--- src/rtl/tc_pkg.sv ---
package tc_pkg;
    localparam int WORD_W = 16;
    localparam int OP_W   = 4;
    localparam int SLOTS  = 3;
    localparam int GRP_W  = SLOTS * OP_W;

    typedef logic [WORD_W-1:0] word_t;

    typedef enum logic [OP_W-1:0] {
        OP_NOP  = 4'd0,
        OP_RET  = 4'd1,
        OP_SKB  = 4'd2,
        OP_SUB  = 4'd3,
        OP_PSH  = 4'd4,
        OP_POP  = 4'd5,
        OP_LDI  = 4'd6,
        OP_LDD  = 4'd7,
        OP_STI  = 4'd8,
        OP_STD  = 4'd9,
        OP_AX   = 4'd10,
        OP_XA   = 4'd11,
        OP_LIT  = 4'd12,
        OP_RPOP = 4'd13,
        OP_RPSH = 4'd14,
        OP_SWP  = 4'd15
    } op_e;

    typedef enum logic [1:0] {
        ST_FETCH,
        ST_DECODE,
        ST_EXEC,
        ST_LOAD
    } state_e;

    typedef enum logic {
        LD_A,
        LD_PC
    } ld_dst_e;

    typedef struct packed {
        state_e           st;
        word_t            pc;
        word_t            dsp;
        word_t            rsp;
        word_t            a;
        word_t            x;
        logic             brw;
        logic             imask;
        logic [1:0]       slot;
        logic [GRP_W-1:0] grp;
        ld_dst_e          dst;
    } core_s;
endpackage

--- src/rtl/tc_wrap_ptr.sv ---
module tc_wrap_ptr
    import tc_pkg::*;
#(
    parameter int LOG = 5
) (
    input  word_t ptr,
    output word_t dec,
    output word_t inc
);
    logic [LOG-1:0] off;

    always_comb begin
        off = ptr[LOG-1:0];
        dec = {ptr[WORD_W-1:LOG], LOG'(off - 1'b1)};
        inc = {ptr[WORD_W-1:LOG], LOG'(off + 1'b1)};
    end
endmodule

--- src/rtl/tc_sub.sv ---
module tc_sub
    import tc_pkg::*;
(
    input  word_t lhs,
    input  word_t rhs,
    output word_t diff,
    output logic  borrow
);
    always_comb begin
        {borrow, diff} = {1'b0, lhs} - {1'b0, rhs};
    end
endmodule

--- src/rtl/tc_slot_dec.sv ---
module tc_slot_dec
    import tc_pkg::*;
(
    input  logic [GRP_W-1:0] grp,
    input  logic [1:0]       slot,
    output op_e              op
);
    logic [OP_W-1:0] field [SLOTS];

    for (genvar i = 0; i < SLOTS; i++) begin : g_field
        assign field[i] = grp[(SLOTS-1-i)*OP_W +: OP_W];
    end

    always_comb begin
        op = OP_NOP;
        for (int i = 0; i < SLOTS; i++) begin
            if (slot == 2'(i)) op = op_e'(field[i]);
        end
    end
endmodule

--- src/rtl/tc_core.sv ---
module tc_core
    import tc_pkg::*;
#(
    parameter word_t RESET_PC = 16'h0000,
    parameter word_t DS_BASE  = 16'hF000,
    parameter word_t RS_BASE  = 16'hF800,
    parameter int    STK_LOG  = 5,
    parameter word_t IRQ_VEC  = 16'h0040
) (
    input  logic        clk,
    input  logic        rst,
    input  logic        irq,
    output logic [15:0] mem_addr,
    output logic [15:0] mem_wdata,
    output logic        mem_we,
    input  logic [15:0] mem_rdata
);
    localparam logic [1:0] PACK_TAG  = 2'b11;
    localparam logic [1:0] LAST_SLOT = 2'(SLOTS - 1);
    localparam word_t      ONE       = word_t'(1);
    localparam core_s CORE_RST = '{
        st: ST_FETCH, pc: RESET_PC, dsp: DS_BASE, rsp: RS_BASE,
        a: '0, x: '0, brw: 1'b0, imask: 1'b0, slot: '0, grp: '0, dst: LD_A
    };

    core_s core_d, core_q;
    word_t ds_dec, ds_inc, rs_dec, rs_inc;
    word_t sub_diff;
    logic  sub_brw;
    op_e   cur_op;
    logic  step;
    logic  word_packed;

    tc_wrap_ptr #(.LOG(STK_LOG)) u_dsp (.ptr(core_q.dsp), .dec(ds_dec), .inc(ds_inc));
    tc_wrap_ptr #(.LOG(STK_LOG)) u_rsp (.ptr(core_q.rsp), .dec(rs_dec), .inc(rs_inc));
    tc_sub u_sub (.lhs(core_q.a), .rhs(core_q.x), .diff(sub_diff), .borrow(sub_brw));
    tc_slot_dec u_dec (.grp(core_q.grp), .slot(core_q.slot), .op(cur_op));

    assign word_packed = (mem_rdata[WORD_W-1 -: 2] == PACK_TAG);

    always_comb begin
        core_d    = core_q;
        mem_addr  = core_q.pc;
        mem_wdata = core_q.a;
        mem_we    = 1'b0;
        step      = 1'b0;
        unique case (core_q.st)
            ST_FETCH: begin
                if (irq && !core_q.imask) begin
                    mem_addr     = rs_dec;
                    mem_wdata    = core_q.pc;
                    mem_we       = 1'b1;
                    core_d.rsp   = rs_dec;
                    core_d.pc    = IRQ_VEC;
                    core_d.imask = 1'b1;
                end else begin
                    core_d.st = ST_DECODE;
                end
            end
            ST_DECODE: begin
                if (word_packed) begin
                    core_d.grp  = mem_rdata[GRP_W-1:0];
                    core_d.slot = '0;
                    core_d.st   = ST_EXEC;
                end else begin
                    mem_addr   = rs_dec;
                    mem_wdata  = core_q.pc + ONE;
                    mem_we     = 1'b1;
                    core_d.rsp = rs_dec;
                    core_d.pc  = mem_rdata;
                    core_d.st  = ST_FETCH;
                end
            end
            ST_EXEC: begin
                unique case (cur_op)
                    OP_NOP: step = 1'b1;
                    OP_RET: begin
                        mem_addr   = core_q.rsp;
                        core_d.rsp = rs_inc;
                        core_d.dst = LD_PC;
                        core_d.st  = ST_LOAD;
                    end
                    OP_SKB: begin
                        if (core_q.brw) core_d.rsp = rs_inc;
                        step = 1'b1;
                    end
                    OP_SUB: begin
                        core_d.a   = sub_diff;
                        core_d.brw = sub_brw;
                        step       = 1'b1;
                    end
                    OP_PSH: begin
                        mem_addr   = ds_dec;
                        mem_we     = 1'b1;
                        core_d.dsp = ds_dec;
                        step       = 1'b1;
                    end
                    OP_POP: begin
                        mem_addr   = core_q.dsp;
                        core_d.dsp = ds_inc;
                        core_d.dst = LD_A;
                        core_d.st  = ST_LOAD;
                    end
                    OP_LDI: begin
                        mem_addr   = core_q.x;
                        core_d.x   = core_q.x + ONE;
                        core_d.dst = LD_A;
                        core_d.st  = ST_LOAD;
                    end
                    OP_LDD: begin
                        mem_addr   = core_q.x - ONE;
                        core_d.x   = core_q.x - ONE;
                        core_d.dst = LD_A;
                        core_d.st  = ST_LOAD;
                    end
                    OP_STI: begin
                        mem_addr = core_q.x;
                        mem_we   = 1'b1;
                        core_d.x = core_q.x + ONE;
                        step     = 1'b1;
                    end
                    OP_STD: begin
                        mem_addr = core_q.x - ONE;
                        mem_we   = 1'b1;
                        core_d.x = core_q.x - ONE;
                        step     = 1'b1;
                    end
                    OP_AX: begin
                        core_d.x = core_q.a;
                        step     = 1'b1;
                    end
                    OP_XA: begin
                        core_d.a = core_q.x;
                        step     = 1'b1;
                    end
                    OP_LIT: begin
                        mem_addr   = core_q.pc + ONE;
                        core_d.pc  = core_q.pc + ONE;
                        core_d.dst = LD_A;
                        core_d.st  = ST_LOAD;
                    end
                    OP_RPOP: begin
                        mem_addr   = core_q.rsp;
                        core_d.rsp = rs_inc;
                        core_d.dst = LD_A;
                        core_d.st  = ST_LOAD;
                    end
                    OP_RPSH: begin
                        mem_addr   = rs_dec;
                        mem_we     = 1'b1;
                        core_d.rsp = rs_dec;
                        step       = 1'b1;
                    end
                    OP_SWP: begin
                        core_d.a = core_q.x;
                        core_d.x = core_q.a;
                        step     = 1'b1;
                    end
                    default: step = 1'b1;
                endcase
            end
            ST_LOAD: begin
                if (core_q.dst == LD_PC) begin
                    core_d.pc    = mem_rdata;
                    core_d.imask = 1'b0;
                    core_d.st    = ST_FETCH;
                end else begin
                    core_d.a = mem_rdata;
                    step     = 1'b1;
                end
            end
            default: core_d.st = ST_FETCH;
        endcase

        if (step) begin
            if (core_q.slot == LAST_SLOT) begin
                core_d.pc = core_q.pc + ONE;
                core_d.st = ST_FETCH;
            end else begin
                core_d.slot = core_q.slot + 2'd1;
                core_d.st   = ST_EXEC;
            end
        end
    end

    always_ff @(posedge clk) begin
        if (rst) core_q <= CORE_RST;
        else     core_q <= core_d;
    end


    stack_region_chk: assert property (@(posedge clk) disable iff (rst)
        (core_q.dsp[WORD_W-1:STK_LOG] == DS_BASE[WORD_W-1:STK_LOG]) &&
        (core_q.rsp[WORD_W-1:STK_LOG] == RS_BASE[WORD_W-1:STK_LOG]));


    call_target_chk: assert property (@(posedge clk) disable iff (rst)
        (core_q.st == ST_DECODE && !word_packed) |=>
        (core_q.pc == $past(mem_rdata) && core_q.st == ST_FETCH));


    sub_borrow_chk: assert property (@(posedge clk) disable iff (rst)
        (core_q.st == ST_EXEC && cur_op == OP_SUB) |=>
        (core_q.brw == ($past(core_q.a) < $past(core_q.x))));


    ret_ends_word_chk: assert property (@(posedge clk) disable iff (rst)
        (core_q.st == ST_LOAD && core_q.dst == LD_PC) |=>
        (core_q.st == ST_FETCH && !core_q.imask));


    irq_vector_chk: assert property (@(posedge clk) disable iff (rst)
        $rose(core_q.imask) |-> (core_q.pc == IRQ_VEC && $past(irq)));


    slot_range_chk: assert property (@(posedge clk) disable iff (rst)
        (core_q.st == ST_EXEC) |-> (core_q.slot <= LAST_SLOT));
endmodule

--- config.mk ---
export PLATFORM = sky130hd
export DESIGN_NAME = tc_core
export DESIGN_NICKNAME = d
export VERILOG_FILES = /design/src/rtl/tc_pkg.sv /design/src/rtl/tc_wrap_ptr.sv /design/src/rtl/tc_sub.sv /design/src/rtl/tc_slot_dec.sv /design/src/rtl/tc_core.sv
export SDC_FILE = /design/constraint.sdc
export NUM_CORES = 1
export LEC_CHECK = 0
export BUFFER_PORTS_ARGS = -buffer_cell sky130_fd_sc_hd__buf_2
export CAP_MARGIN = 20
export CORE_MARGIN = 1.5
export CORE_UTILIZATION = 30
export DETAILED_ROUTE_END_ITERATION = 10
export SYNTH_ARGS = -nofsm -noshare
export SYNTH_HDL_FRONTEND = slang
export SYNTH_HIERARCHICAL = 1
export SYNTH_SLANG_ARGS = --single-unit
export TNS_END_PERCENT = 10
--- constraint.sdc ---
create_clock -name clk -period 4.15 [get_ports clk]
set_clock_uncertainty 0.05 [all_clocks]
set_input_delay 0.415 -clock clk [delete_from_list [all_inputs] [get_ports clk]]
set_output_delay 0.415 -clock clk [all_outputs]
set_load 0.005 [all_outputs]
After elaboration in Yosys (flattened, before gate mapping)
Cells that the tools add are included.

word-level totals
  register bits after elaboration = 77
  input port bits = 19
  output and inout bits = 33
  word-level logic and storage cells = 126

operators by class
  $add $sub $neg = 9
  eq/ne operators = 31
  multiplexer cells = 46
  reductions and logical operators = 29

operators with widths
  kind                                                                   number
  16-bit two-way mux                                                     9
  16-bit case mux with 7 select lines                                    1
  16-bit case mux with 2 select lines                                    3
  16-bit case mux with 3 select lines                                    2
  18-bit case mux with 4 select lines                                    1
  18-bit two-way mux                                                     2
  16-bit by 1-bit adder with 16-bit output, second input constant        2
  4-bit equality test, second input constant                             8
  5-bit case mux with 3 select lines                                     2
  14-bit two-way mux                                                     2
  16-bit by 16-bit subtractor with 17-bit output                         1
  4-bit by 3-bit equality test with 1-bit output, second input constant  4
  16-bit by 1-bit subtractor with 16-bit output, second input constant   1
  5-bit two-way mux                                                      3
  2-bit two-way mux                                                      6
  4-bit two-way mux                                                      3
  3-bit inequality test, second input constant                           4
  5-bit by 1-bit adder with 5-bit output, second input constant          2
  5-bit case mux with 2 select lines                                     1
  2-bit AND reduction                                                    5
  10-bit OR reduction                                                    1
  2-bit OR reduction                                                     5
  5-bit by 1-bit subtractor with 5-bit output, second input constant     2
  3-bit AND reduction                                                    3
  other kinds (21)                                                       42

Logic depth before layout (Yosys ltp)
Gate-level depths: netlist of run 1.

  depth in word-level cells = 10
  depth in mapped cells = 12
  mapped depth without buffers = 12

By module
The synthesis of run 1 kept the hierarchy.

by module, submodules not included
  module               times used  cells an instance  area an instance (um2)  seq. area each (um2)
  tc_core              1           1095               7887.6                  1981.9
  tc_sub               1           132                917.1                   0.0
  tc_wrap_ptr (u_rsp)  1           39                 299.0                   0.0
  tc_wrap_ptr (u_dsp)  1           39                 294.0                   0.0
  tc_slot_dec          1           10                 100.1                   0.0

Worst setup path after synthesis of run 1
No wires, ideal clock.

  path kind = flip-flop to output port
  start point = reg (tool-made name)
  end point = out mem_addr[0]
  data arrival time = 2.479 ns
  slack = 1.206 ns
  cell stages (with the launch flop) = 13
  path buffers = 3
  cell sequence = dfxtp_1 -> buf_6 -> mux2i_1 -> o2bb2ai_1 -> nand4bb_1 -> clkbuf_1 -> clkinv_1 -> clkbuf_1 -> ha_1 -> a221oi_1 -> o21ai_0 -> a21oi_1 -> o221ai_1

RTL lines
  item       RTL line       text
  to (decl)  tc_core.sv:13  output logic [15:0] mem_addr,

Final worst setup path of run 1
  start point = reg core_q[14] (netlist bit)
  end point = out mem_addr[15]

between the ends
  cells in the longest elaborated chain, start to end = 8

ends and longest elaborated chain
  item                                               RTL line           text
  from (decl)                                        tc_core.sv:26      core_s core_d, core_q;
  from (signal assigned)                             tc_core.sv:188     else core_q <= core_d;
  2-bit zero test                                    tc_slot_dec.sv:17  if (slot == 2'(i)) op = op_e'(field[i]);
  4-bit two-way mux (2 in series)                    tc_slot_dec.sv:17
  4-bit two-way mux *                                tc_slot_dec.sv:17
  net cur_op[3]                                      tc_core.sv:30      op_e cur_op;
  4-bit equality test, or another cell as far along  tc_core.sv:75      unique case (cur_op)
  2-bit OR reduction (no line)                       -
  16-bit case mux with 7 select lines *              tc_core.sv:75
  16-bit case mux with 3 select lines *              tc_core.sv:47      unique case (core_q.st)

The timed path passes the listed nets; every way through them passes the cells marked *.

==> results of run 1 <==
metrics by stage:
| step | util | cell area, um2 | hold slack (ps) | worst slack [ps] | instances |
|---|---|---|---|---|---|
| global placement | 0.315 | 9750 | 398 | 436 | 1648 |
| detailed placement | 0.315 | 9750 | 399 | 462 | 1648 |
| global route | 0.326 | 10100 | 260 | -222 | 1665 |
| CTS | 0.326 | 10100 | 270 | 30.3 | 1664 |
| finish | 0.326 | 10100 | 271 | -63.7 | 1665 |
| floorplan | - | 9500 | 386 | 1210 | 1315 |
cells in the mapped netlist (9+ instances only):
| master | n | area [um2] |
|---|---|---|
| inv_1 | 50 | 188 |
| a211oi_1 | 59 | 443 |
| xor2_1 | 18 | 158 |
| nand2b_1 | 20 | 125 |
| o21ai_0 | 76 | 380 |
| nand2_1 | 105 | 394 |
| buf_4 | 49 | 368 |
| xnor2_1 | 42 | 368 |
| a31oi_1 | 13 | 81.3 |
| a221o_1 | 9 | 90.1 |
| ha_1 | 24 | 300 |
| a21oi_1 | 108 | 541 |
| nor3_1 | 36 | 180 |
| nand4_1 | 10 | 62.6 |
| dfxtp_1 | 99 | 1980 |
| nand3_1 | 24 | 120 |
| nor2b_1 | 12 | 75.1 |
| nor4_1 | 13 | 81.3 |
| a211o_1 | 9 | 78.8 |
| clkbuf_1 | 84 | 315 |
| a22oi_1 | 24 | 180 |
| mux2i_1 | 51 | 510 |
| nor2_1 | 154 | 578 |
| a21o_1 | 10 | 75.1 |
| a221oi_1 | 18 | 158 |
| buf_2 | 11 | 55.1 |
per-layer routing:
layer / track usage / routed length, um / share of wire / up-vias
met5: 0 / 0 / 0 / -
met4: 0.0863 / 1380 / 0.038 / 0
met3: 0.0447 / 3300 / 0.092 / 83
met2: 0.343 / 16200 / 0.45 / 488
met1: 0.286 / 15100 / 0.42 / 4695
li1: - / - / - / 4636
tightest hold or removal path, cell delays in order:
cell,delay (ps)
buf_2,140
nand2_1,60
a21oi_1,50
logic make-up (layout without fill, tap and decap cells):
kind of cell,Yosys count,count (layout),synth area share
AND/OR/NAND/NOR,433,433,0.220
AO/OA/AOI/OAI,428,428,0.306
buffers and inverters,213,167,0.115
flip-flops,99,99,0.209
XOR/XNOR,60,60,0.0553
multiplexers,57,57,0.0609
adder cells (fa/ha/maj),25,25,0.0337
path summary, 6_finish.rpt:
kind,end,from,slack (ps),cells after the start
setup reg to reg,core_q[90]$_SDFF_PP0_,core_q[14]$_SDFF_PP0_,480,9
hold reg to reg,core_q[6]$_SDFFE_PP0P_,core_q[6]$_SDFFE_PP0P_,410,2
hold / removal,core_q[9]$_SDFFE_PP0P_,mem_rdata[8],270,3
setup / recovery,mem_addr[15],core_q[14]$_SDFF_PP0_,-60,11
power by group:
group          switching (mW)  internal, mW
Sequential              0.118          1.00
Clock                   0.486         0.436
Combinational           0.492         0.311
Total                    1.10          1.75
cell type report:
class | instances | area (um2) | share of cell area
multi-input combinational | 1003 | 6470 | 0.642
sequential | 99 | 1980 | 0.197
timing repair buffer | 98 | 611 | 0.0606
tap | 396 | 495 | 0.0492
clock buffer | 9 | 225 | 0.0224
inverter | 53 | 199 | 0.0198
clock inverter | 7 | 91.3 | 0.00907
==> results.py, run 1 <==
metrics = {
    "status": {
        "outcome": "finished, violations left",
        "violations": "setup timing",
    },
    "yosys": {
        "synth_nets": 1359,
        "avgSynthCellArea_um2": 7.22,
        "synthArstFlopShare": 0,
        "synth_edf_count": 0,
        "syn_inst": 1315,
        "ys_ff_latch": 99,
        "seq_area_frac_synth": 0.209,
        "ys.warnings.count": 6,
        "syn-cell-area_um2": 9500,
        "synth_ff_type": "dfxtp_1",
        "yosysUniqueCellTypes": 89,
    },
    "global_route": {
        "grt_util_all_layers": 0.216,
        "grt_overflow": 0,
        "grt_pass1_vias": 8880,
        "grt_max_degree": 80,
        "grt_pass1_wl_um": 54700,
        "grt_antenna_before_repair": 0,
    },
    "drt": {
        "wl_um": 36000,
        "drtAntennaViolNets": 0,
        "wire_per_inst_um": 21.6,
        "drt-vias-per-instance": 5.95,
        "num_vias": 9902,
        "first_pass_iters": 6,
        "drt_iter0_markers": 1268,
        "remaining_drc_errors": 0,
    },
    "final_layout": {
        "antenna_cells": 0,
        "area_delta_synth_final_pct": 6.05,
        "nFillCells": 3296,
        "reg_top3": "core_q x97",
        "mostFrequentLayoutCell": "nor2_1",
        "final_cell_mix": "nor2_1, a21oi_1, nand2_1",
        "largest_register_ffs": 97,
        "nNetsFinal": 1308,
        "drive_above_1_share": 0.121,
        "regMostFlops": "core_q",
    },
    "timing": {
        "post-route-period-util": 1.02,
        "max_freq_mhz": 237,
        "finalCriticalPeriod_ps": 4210,
        "setup_viol": 1,
        "final-max-slew-violation-count": 0,
        "slew_headroom": 0.255,
        "finalHoldViolCount": 0,
        "timing.setup.tns_ps": -63.7,
        "tightest_slew_ps": 1110,
        "layout_setup_ws_ps": -63.7,
        "rsz0062_at_grt": "true",
    },
    "die": {
        "die_x_um": 181,
        "std_cell_rows": 64,
        "num_io_pins": 52,
        "core_um2": 30900,
        "fp.dieH_um": 181,
        "start_util": 0.307,
        "die_area_um2": 32700,
    },
    "clock_network": {
        "clkLatencyLatePin_ps": 380,
        "cts_setup_buffers": 0,
        "cts_tree": "done",
        "cts.clk_slew.worst_paths_ps": 90,
        "cts-buffers-inserted": 9,
        "cts.sinks": 99,
        "cts_resized": 0,
        "clockBufferDepth": 2,
        "root_buffer": "clkbuf_16",
        "cts_hold_buf": 0,
        "htreeDepth": 3,
    },
    "worst_setup_path": {
        "path_class": "reg -> out",
        "required_ps": 3680,
        "start_kind": "register",
        "cp_num_buf_inv": 3,
        "crit_arrival_ps": 3750,
        "path_common_cell": "buf_4",
        "crit_fanout": 26,
        "critPathMaxStageDelay_ps": 660,
        "cpMaxStageDelayCell": "a2111oi_0",
        "cp_top_family": "compound AO/OA/AOI/OAI gates",
        "end_kind": "output pin",
        "worstPathCellList": "nor2b_4 > o2bb2ai_2 > buf_4 > nand2b_1 > a31oi_1 > a21oi_1 > a2111oi_0 > buf_4 > o21ai_0 > o21a_1 > buf_2",
    },
    "pwr": {
        "total_power_mw": 2.85,
        "vdd_ir_drop_max_mv": 0.168,
        "power_leakage_nw": 3.69,
        "power_density_nw_per_um2": 283,
    },
    "worst_hold_path": {
        "min_path_type": "in -> reg",
    },
    "job": {
        "max-cap-violations": 0,
    },
    "placement": {
        "dp_hpwl_um": 26700,
        "place.gp.congestion": 0.966,
        "port_buffers": 51,
    },
}
(Power assumes the default switching activity.)
==> inputs of run 2 (changes only) <==
- CELL_PAD_IN_SITES_DETAIL_PLACEMENT: unset -> 0
- CELL_PAD_IN_SITES_GLOBAL_PLACEMENT: unset -> 1
- PLACE_DENSITY_LB_ADDON: unset -> 0.1
- SKIP_CTS_REPAIR_TIMING: unset -> 1
- SLEW_MARGIN: unset -> 20
==> run 2 against run 1 <==
  * The flow now finishes without violations
  * Critical path depth is 2 lower
  * Count of clock-buffer cells in the layout unchanged
  * Design area up 0.20%
  * Die area unchanged
  * Sequential cell count is the same
  * Global-route usage rose by 3.0 points
  * First-iteration DRC count shrank 22%
  * Worst setup slack better by 290 ps
  * Core utilization grew 0.065 points
  * Maximum frequency rose by 7.3%
  * Sequential power barely moved
  * Critical endpoint is now mem_addr[8]
  * Largest power group unchanged
==> results.py, run 2 (same netlist as run 1, synthesis figures left out) <==
metrics = {
    "status": {
        "outcome": "completed",
    },
    "clock_network": {
        "htreeDepth": 3,
        "clockBufferDepth": 2,
        "cts-buffers-inserted": 9,
        "cts.sinks": 99,
        "clkLatencyLatePin_ps": 380,
        "cts_tree": "done",
        "root_buffer": "clkbuf_16",
        "cts.clk_slew.worst_paths_ps": 80,
    },
    "placement": {
        "port_buffers": 51,
        "dp.cells": 1651,
        "place.gp.congestion": 0.892,
        "dp_hpwl_um": 31000,
    },
    "global_route": {
        "grt_antenna_before_repair": 0,
        "grt_util_all_layers": 0.246,
        "grt_overflow": 0,
        "grt_pass1_vias": 9038,
        "grt_max_degree": 74,
        "grt_pass1_wl_um": 60300,
    },
    "final_layout": {
        "reg_top3": "core_q x97",
        "largest_register_ffs": 97,
        "nNetsFinal": 1310,
        "area_delta_synth_final_pct": 6.26,
        "layout.cells.non_filler": 1668,
        "final_cell_mix": "nor2_1, a21oi_1, nand2_1",
        "drive_above_1_share": 0.127,
        "mostFrequentLayoutCell": "nor2_1",
        "regMostFlops": "core_q",
        "postLayoutCoreUtil": 0.327,
    },
    "drt": {
        "num_vias": 9740,
        "first_pass_iters": 5,
        "drtAntennaViolNets": 0,
        "wl_um": 40600,
        "wire_per_inst_um": 24.3,
        "remaining_drc_errors": 0,
        "drt_iter0_markers": 988,
        "drt-vias-per-instance": 5.84,
    },
    "worst_setup_path": {
        "end_kind": "output pin",
        "start_kind": "register",
        "crit_arrival_ps": 3460,
        "crit_fanout": 29,
        "path_class": "reg -> out",
        "required_ps": 3680,
    },
    "timing": {
        "tightest_slew_ps": 1060,
        "post-route-period-util": 0.946,
        "rsz0062_at_grt": "false",
        "setup_viol": 0,
        "finalHoldViolCount": 0,
        "whs_ps": 283,
        "max_freq_mhz": 255,
        "timing.setup.tns_ps": 0,
        "slew_headroom": 0.288,
        "final-max-slew-violation-count": 0,
        "finalCriticalPeriod_ps": 3930,
    },
    "die": {
        "core_um2": 30900,
        "std_cell_rows": 64,
        "fp.dieH_um": 181,
        "die_area_um2": 32700,
        "die_x_um": 181,
        "start_util": 0.307,
        "num_io_pins": 52,
    },
    "pwr": {
        "power_leakage_nw": 3.70,
        "vdd_ir_drop_max_mv": 0.210,
        "power_density_nw_per_um2": 277,
    },
    "worst_hold_path": {
        "min_path_type": "in -> reg",
    },
    "job": {
        "max-cap-violations": 0,
    },
}
## run 2: per-layer routing
layer	share of wire	vias to the layer above	global-route usage
met2	0.44	376	0.373
li1	-	4642	-
met5	0	-	0
met1	0.46	4650	0.341
met4	0.031	0	0.0847
met3	0.069	72	0.0562
## run 2: cell type report
cell class	count	area, um2
flip-flops and latches	99	1980
well taps	396	495
inverters	53	199
clock buffers	9	225
multi-input cells	1003	6500
clock inverters	7	51.3
fillers	3403	20800
repair buffers	100	638
diodes	1	2.50
## run 2: worst paths after layout
path	slack (ps)	endpoint	from	depth (start not counted)
max	220	mem_addr[8]	register	9
max reg2reg	700	core_q[19]$_SDFFE_PP0P_	register	10
min	280	core_q[5]$_SDFFE_PP0P_	mem_rdata[4]	3
min reg2reg	420	core_q[11]$_SDFFE_PP0P_	core_q[11]$_SDFFE_PP0P_	2
## run 2: power by group
group | switching, mW | internal [mW]
Combinational | 0.493 | 0.312
Clock | 0.450 | 0.412
Sequential | 0.126 | 1.00
## run 2: critical path, stage by stage (launching register included)
cell and delay (ps):
dfxtp_2 470, mux2i_1 250, o2bb2ai_2 120, buf_4 250, nor4bb_1 170, nor2_1 830
nor2_1 290, a211oi_1 390, o21ai_0 150, buf_2 140
## run 2: per-stage QoR
stage | power [mW] | setup WS, ps | cell area (um2)
after floorplan | 1.68 | 1210 | 9500
after global placement | 1.95 | 431 | 9800
after detailed placement | 1.95 | 516 | 9800
after CTS | 2.82 | 89.5 | 10100
after global routing | 2.94 | 79.4 | 10100
final | 2.80 | 224 | 10100
